`src/rtl/rr_issue_pkg.sv`:
```
`timescale 1ns/1ps
package rr_issue_pkg;
    localparam int DEF_NTHR = 4;
    localparam int DEF_IW   = 32;
endpackage

```
`src/rtl/rr_thread_slot.sv`:
```
`timescale 1ns/1ps
// One-entry holding slot for a single thread.
module rr_thread_slot #(
    parameter int IW = rr_issue_pkg::DEF_IW
) (
    input  logic          clk,
    input  logic          rst_n,
    input  logic          load_vld_i,
    input  logic [IW-1:0] load_instr_i,
    input  logic          grant_i,
    output logic          held_o,
    output logic [IW-1:0] instr_o,
    output logic          busy_o
);
    typedef struct packed {
        logic          vld;
        logic [IW-1:0] instr;
    } slot_st_t;

    slot_st_t st_d, st_q;

    // Occupied and not leaving this cycle: the slot cannot take a new one.
    assign busy_o  = st_q.vld & ~grant_i;
    assign held_o  = st_q.vld;
    assign instr_o = st_q.instr;

    always_comb begin
        st_d = st_q;
        if (grant_i) begin
            st_d.vld = 1'b0;
        end
        if (load_vld_i && !busy_o) begin
            st_d.vld   = 1'b1;
            st_d.instr = load_instr_i;
        end
    end

    always_ff @(posedge clk or negedge rst_n) begin
        if (!rst_n) begin
            st_q <= '0;
        end else begin
            st_q <= st_d;
        end
    end

    AST_HELD_KEPT: assert property (@(posedge clk) disable iff (!rst_n)
        (held_o && !grant_i) |=> (held_o && $stable(instr_o)));

    AST_GRANT_HAS_DATA: assert property (@(posedge clk) disable iff (!rst_n)
        grant_i |-> held_o);

    AST_LOAD_TAKES: assert property (@(posedge clk) disable iff (!rst_n)
        (load_vld_i && !busy_o) |=> (held_o && instr_o == $past(load_instr_i)));
endmodule

```
`src/rtl/rr_rotor_pick.sv`:
```
`timescale 1ns/1ps
// Rotating first-eligible selector: searches upward from ptr_i with wrap.
module rr_rotor_pick #(
    parameter int N  = rr_issue_pkg::DEF_NTHR,
    parameter int TW = 2
) (
    input  logic [TW-1:0] ptr_i,
    input  logic [N-1:0]  req_i,
    output logic [N-1:0]  gnt_o,
    output logic          any_o,
    output logic [TW-1:0] idx_o
);
    always_comb begin
        int c;
        gnt_o = '0;
        any_o = 1'b0;
        idx_o = '0;
        for (int k = 0; k < N; k++) begin
            c = int'(ptr_i) + k;
            if (c >= N) begin
                c = c - N;
            end
            if (!any_o && req_i[c]) begin
                any_o    = 1'b1;
                gnt_o[c] = 1'b1;
                idx_o    = TW'(c);
            end
        end
    end
endmodule

```
`src/rtl/rr_retry_issue.sv`:
```
`timescale 1ns/1ps
// Issue front end: per-thread holding slots, rotating selection, registered issue port.
module rr_retry_issue #(
    parameter  int NTHR = rr_issue_pkg::DEF_NTHR,
    parameter  int IW   = rr_issue_pkg::DEF_IW,
    localparam int TIDW = (NTHR > 1) ? $clog2(NTHR) : 1
) (
    input  logic                      clk,
    input  logic                      rst_n,
    input  logic [NTHR-1:0]           thr_vld_i,
    input  logic [NTHR-1:0][IW-1:0]   thr_instr_i,
    input  logic [NTHR-1:0]           thr_hold_i,
    output logic [NTHR-1:0]           thr_busy_o,
    output logic                      iss_vld_o,
    output logic [IW-1:0]             iss_instr_o,
    output logic [TIDW-1:0]           iss_tid_o
);
    typedef struct packed {
        logic            vld;
        logic [IW-1:0]   instr;
        logic [TIDW-1:0] tid;
        logic [TIDW-1:0] ptr;
    } iss_st_t;

    iss_st_t st_d, st_q;

    logic [NTHR-1:0]         held;
    logic [NTHR-1:0]         elig;
    logic [NTHR-1:0]         grant;
    logic [NTHR-1:0][IW-1:0] slot_instr;
    logic                    any_grant;
    logic [TIDW-1:0]         gidx;

    for (genvar t = 0; t < NTHR; t++) begin : g_slot
        rr_thread_slot #(.IW(IW)) u_slot (
            .clk          (clk),
            .rst_n        (rst_n),
            .load_vld_i   (thr_vld_i[t]),
            .load_instr_i (thr_instr_i[t]),
            .grant_i      (grant[t]),
            .held_o       (held[t]),
            .instr_o      (slot_instr[t]),
            .busy_o       (thr_busy_o[t])
        );
    end

    assign elig = held & ~thr_hold_i;

    rr_rotor_pick #(.N(NTHR), .TW(TIDW)) u_pick (
        .ptr_i (st_q.ptr),
        .req_i (elig),
        .gnt_o (grant),
        .any_o (any_grant),
        .idx_o (gidx)
    );

    always_comb begin
        st_d       = st_q;
        st_d.vld   = any_grant;
        st_d.instr = slot_instr[gidx];
        st_d.tid   = gidx;
        if (any_grant) begin
            st_d.ptr = (gidx == TIDW'(NTHR - 1)) ? '0 : gidx + TIDW'(1);
        end
    end

    always_ff @(posedge clk or negedge rst_n) begin
        if (!rst_n) begin
            st_q <= '0;
        end else begin
            st_q <= st_d;
        end
    end

    assign iss_vld_o   = st_q.vld;
    assign iss_instr_o = st_q.instr;
    assign iss_tid_o   = st_q.tid;

    AST_GRANT_ONEHOT: assert property (@(posedge clk) disable iff (!rst_n)
        $onehot0(grant));

    AST_HOLD_BLOCKS: assert property (@(posedge clk) disable iff (!rst_n)
        (grant & thr_hold_i) == '0);

    AST_NO_IDLE: assert property (@(posedge clk) disable iff (!rst_n)
        (|(held & ~thr_hold_i)) |-> (|grant));

    AST_ISSUE_FOLLOWS: assert property (@(posedge clk) disable iff (!rst_n)
        (|grant) |=> iss_vld_o);

    AST_QUIET_WHEN_NONE: assert property (@(posedge clk) disable iff (!rst_n)
        !(|(held & ~thr_hold_i)) |=> !iss_vld_o);

    AST_BUSY_NEEDS_HELD: assert property (@(posedge clk) disable iff (!rst_n)
        (thr_busy_o & ~held) == '0);
endmodule

```
`config.mk`:
```
export PLATFORM = sky130hd
export DESIGN_NAME = rr_retry_issue
export DESIGN_NICKNAME = d
export VERILOG_FILES = /design/src/rtl/rr_issue_pkg.sv /design/src/rtl/rr_thread_slot.sv /design/src/rtl/rr_rotor_pick.sv /design/src/rtl/rr_retry_issue.sv
export SDC_FILE = /design/constraint.sdc
export NUM_CORES = 1
export LEC_CHECK = 0
export ABC_AREA = 0
export BUFFER_PORTS_ARGS = -buffer_cell sky130_fd_sc_hd__buf_2
export CAP_MARGIN = 20
export CORE_MARGIN = 1.5
export CORE_UTILIZATION = 46
export DETAILED_ROUTE_END_ITERATION = 7
export HOLD_SLACK_MARGIN = 0.06
export PLACE_DENSITY = 0.69
export SETUP_SLACK_MARGIN = 0.3
export SYNTH_ARGS = -nofsm -noshare
export SYNTH_HDL_FRONTEND = slang
export SYNTH_SLANG_ARGS = --single-unit
```
`constraint.sdc`:
```
create_clock -name clk -period 4.13 [get_ports clk]
set_input_delay 0.6195 -clock clk [delete_from_list [all_inputs] [get_ports clk]]
set_output_delay 0.6195 -clock clk [all_outputs]
set_load 0.1 [all_outputs]
```
==> impl_metrics.py <==
metrics = {
    "final_layout": {
        "multi_input_area_um2": 3310,
        "drive_above_1_share_pct": 62.8,
        "layout.nets": 765,
        "seq_area_um2": 4230,
        "syn2layout_area_growth_pct": 15.6,
        "n_antenna_cell": 0,
        "nFillCells": 1404,
    },
    "global_routing": {
        "grt_pass1_vias": 4842,
        "antenna_found_initial": 0,
        "grt_start_max_net_pins": 88,
        "grt_pass1_wl_mm": 26.6,
        "track_usage_pct": 19.3,
        "grt_overflow": 0,
    },
    "synthesis": {
        "synth-seq-area-share_pct": 51.8,
        "synth_area_um2": 8170,
        "yosysWarnings": 0,
        "synth_edf_count": 0,
        "synth.distinct_cells": 40,
        "synth_area_per_cell_um2": 17.2,
        "syn-num-nets": 622,
        "synth_flop_cell": "dfrtp_1",
        "synthArstFlopShare_pct": 100,
        "syn_inst": 476,
        "ys_ff_latch": 169,
    },
    "drt": {
        "via_count": 4415,
        "wirelength_mm": 17.1,
        "dr.pass1.iters": 4,
        "routedWlPerCell_um": 20.0,
        "drc_errors": 0,
        "first_iter_violations": 154,
        "ant_nets": 0,
        "vias_per_cell": 5.15,
    },
    "die": {
        "ios": 177,
        "die_x_um": 136,
        "initial_core_util_pct": 47.2,
        "coreArea_um2": 17300,
        "die_height_um": 136,
        "num_rows": 48,
        "dieArea_um2": 18600,
    },
    "timing": {
        "hold_violations": 0,
        "final_max_slew_viol_count": 0,
        "fmax_ghz": 0.276,
        "finClkSkew_ps": 10.8,
        "timing.final.crit_share_pct": 87.9,
        "setup_viol_count_final": 0,
        "tightestPinTransition_ps": 824,
        "fin_tns_setup_ps": 0,
        "rsz0062_at_grt": "no",
        "slew_headroom_pct": 45.1,
        "period_minus_slack_ps": 3630,
    },
    "clock_tree": {
        "cts_tree": "built",
        "clk_pin_slew_ps": 60,
        "cts_htree_levels": 4,
        "clock-sinks": 169,
        "holdBufCountCts": 0,
        "numCtsBuffers": 17,
        "clk_latency_ps": 420,
        "postCtsSetupRepairBufs": 0,
        "clock-root-buffer": "clkbuf_16",
        "cts_buffer_depth": 2,
    },
    "placed_design": {
        "gpl.final_weighted_congestion": 0.806,
        "port_buffers": 176,
        "dp_hpwl_mm": 11.5,
    },
    "outcome": {
        "status": "completed",
    },
    "hold_path": {
        "hp-class": "primary input to asynchronous set/reset pin",
    },
    "setup_path": {
        "arrival_ps": 3010,
        "start_kind": "register",
        "crit_path_end_kind": "primary output",
        "cp.required_ps": 3510,
        "path_max_fanout": 13,
        "critical_path_class": "register to primary output",
    },
    "job": {
        "drv_cap": 0,
    },
}
-- kinds of logic after synthesis --
| group | Yosys count | share of synthesized area (%) |
|---|---|---|
| flip-flops | 169 | 51.8 |
| adder cells (fa/ha/maj) | 8 | 1.23 |
| XOR/XNOR | 1 | 0.107 |
| multiplexers | 164 | 33.0 |
| buffers and inverters | 65 | 7.75 |
| AO/OA/AOI/OAI | 22 | 2.88 |
| AND/OR/NAND/NOR | 47 | 3.25 |
-- worst max-delay path, stage by stage (launching register included) --
cell      delay [ps]
dfrtp_2          510
inv_1            150
ha_1             430
mux4_2           700
nor2_1           180
a311oi_2          90
nor2_1           200
buf_4            320
-- cells in the final DEF (no fill, tap or decap), types with 2 or more instances in the layout --
master | synthesis | routed
buf_12 | 12 | 3
buf_4 | 45 | 11
mux4_2 | 34 | 34
or2_2 | 4 | 4
dfrtp_1 | 169 | 168
nand4_1 | 4 | 4
ha_1 | 8 | 8
o221ai_1 | 3 | 3
o21ai_0 | 4 | 4
inv_8 | 0 | 3
clkbuf_16 | 0 | 17
bufinv_16 | 0 | 2
mux2_4 | 120 | 120
inv_1 | 2 | 2
clkinvlp_4 | 0 | 2
inv_6 | 0 | 4
a311oi_2 | 4 | 4
clkbuf_1 | 0 | 2
buf_2 | 2 | 171
nand3_1 | 2 | 2
nor2b_1 | 2 | 2
nand2b_1 | 4 | 4
nand2_1 | 12 | 12
nor2_1 | 10 | 10
mux2_2 | 8 | 8
o21ai_4 | 5 | 5
-- routing by layer --
| metal | up-vias | wire length (um) | GRT usage (%) |
|---|---|---|---|
| met2 | 153 | 8340 | 31.2 |
| li1 | 1974 | - | - |
| met3 | 29 | 889 | 4.47 |
| met4 | 0 | 397 | 7.27 |
| met5 | - | 0 | 0 |
| met1 | 2259 | 7520 | 25.3 |
-- timing repair --
action,CTS,global route
resized for setup,3,2
gates cloned,0,0
endpoints found under the setup margin,3,4
-- flip-flops by register name (all words and copies together), names as in the netlist --
signal,count
iss_vld_o,1
iss_instr_o,32
g_slot.u_slot.instr_o,128
st_q,2
g_slot.u_slot.held_o,4
iss_tid_o,2
-- per-stage QoR --
step	cell area (um^2)	setup slack, ps	cells	hold WS [ps]	utilization [%]
2_1_floorplan	8170	968	476	324	-
3_3_place_gp	8840	785	825	483	51.1
3_5_place_dp	8840	715	825	488	51.1
4_1_cts	9440	309	857	273	54.6
5_1_grt	9440	360	857	291	54.6
6_report	9440	501	857	231	54.6
-- layout make-up --
class	count	area share (%)
clock inverter	13	1.67
multi-input combinational	242	35.1
clock buffer	19	4.59
timing repair buffer	187	10.8
inverter	2	0.0795
tap	225	2.98
sequential	169	44.8
-- final timing paths --
| path | start | endpoint | slack, ps | depth (start not counted) |
|---|---|---|---|---|
| min reg2reg | g_slot[1].u_slot.instr_o[11] | g_slot[1].u_slot.instr_o[11] | 500 | 1 |
| max in group asynchronous | rst_n | iss_instr_o[12] | 2970 | 2 |
| min | rst_n | iss_instr_o[27] | 230 | 1 |
| max reg2reg | st_q[1] | g_slot[3].u_slot.instr_o[10] | 960 | 8 |
| max | st_q[1] | thr_busy_o[2] | 500 | 7 |
| min in group clk | thr_instr_i[50] | g_slot[1].u_slot.instr_o[18] | 420 | 2 |
-- cell usage after synthesis (2+ instances only) --
| cell | n | area (um^2) |
|---|---|---|
| buf_2 | 2 | 10.0 |
| mux2_4 | 120 | 1800 |
| inv_1 | 2 | 7.51 |
| nor2_1 | 10 | 37.5 |
| nand4_1 | 4 | 25.0 |
| o21ai_0 | 4 | 20.0 |
| nor2b_1 | 2 | 12.5 |
| mux2_2 | 8 | 90.1 |
| buf_6 | 3 | 33.8 |
| o221ai_1 | 3 | 26.3 |
| or2_2 | 4 | 25.0 |
| o21ai_4 | 5 | 81.3 |
| a311oi_2 | 4 | 60.1 |
| nand2_1 | 12 | 45.0 |
| ha_1 | 8 | 100 |
| mux4_2 | 34 | 766 |
| nand3_1 | 2 | 10.0 |
| buf_4 | 45 | 338 |
| nand2b_1 | 4 | 25.0 |
| dfrtp_1 | 169 | 4230 |
| buf_12 | 12 | 240 |
Power is not shown: default switching activity piles up to over one toggle a cycle in this logic, so the estimate is an artifact.
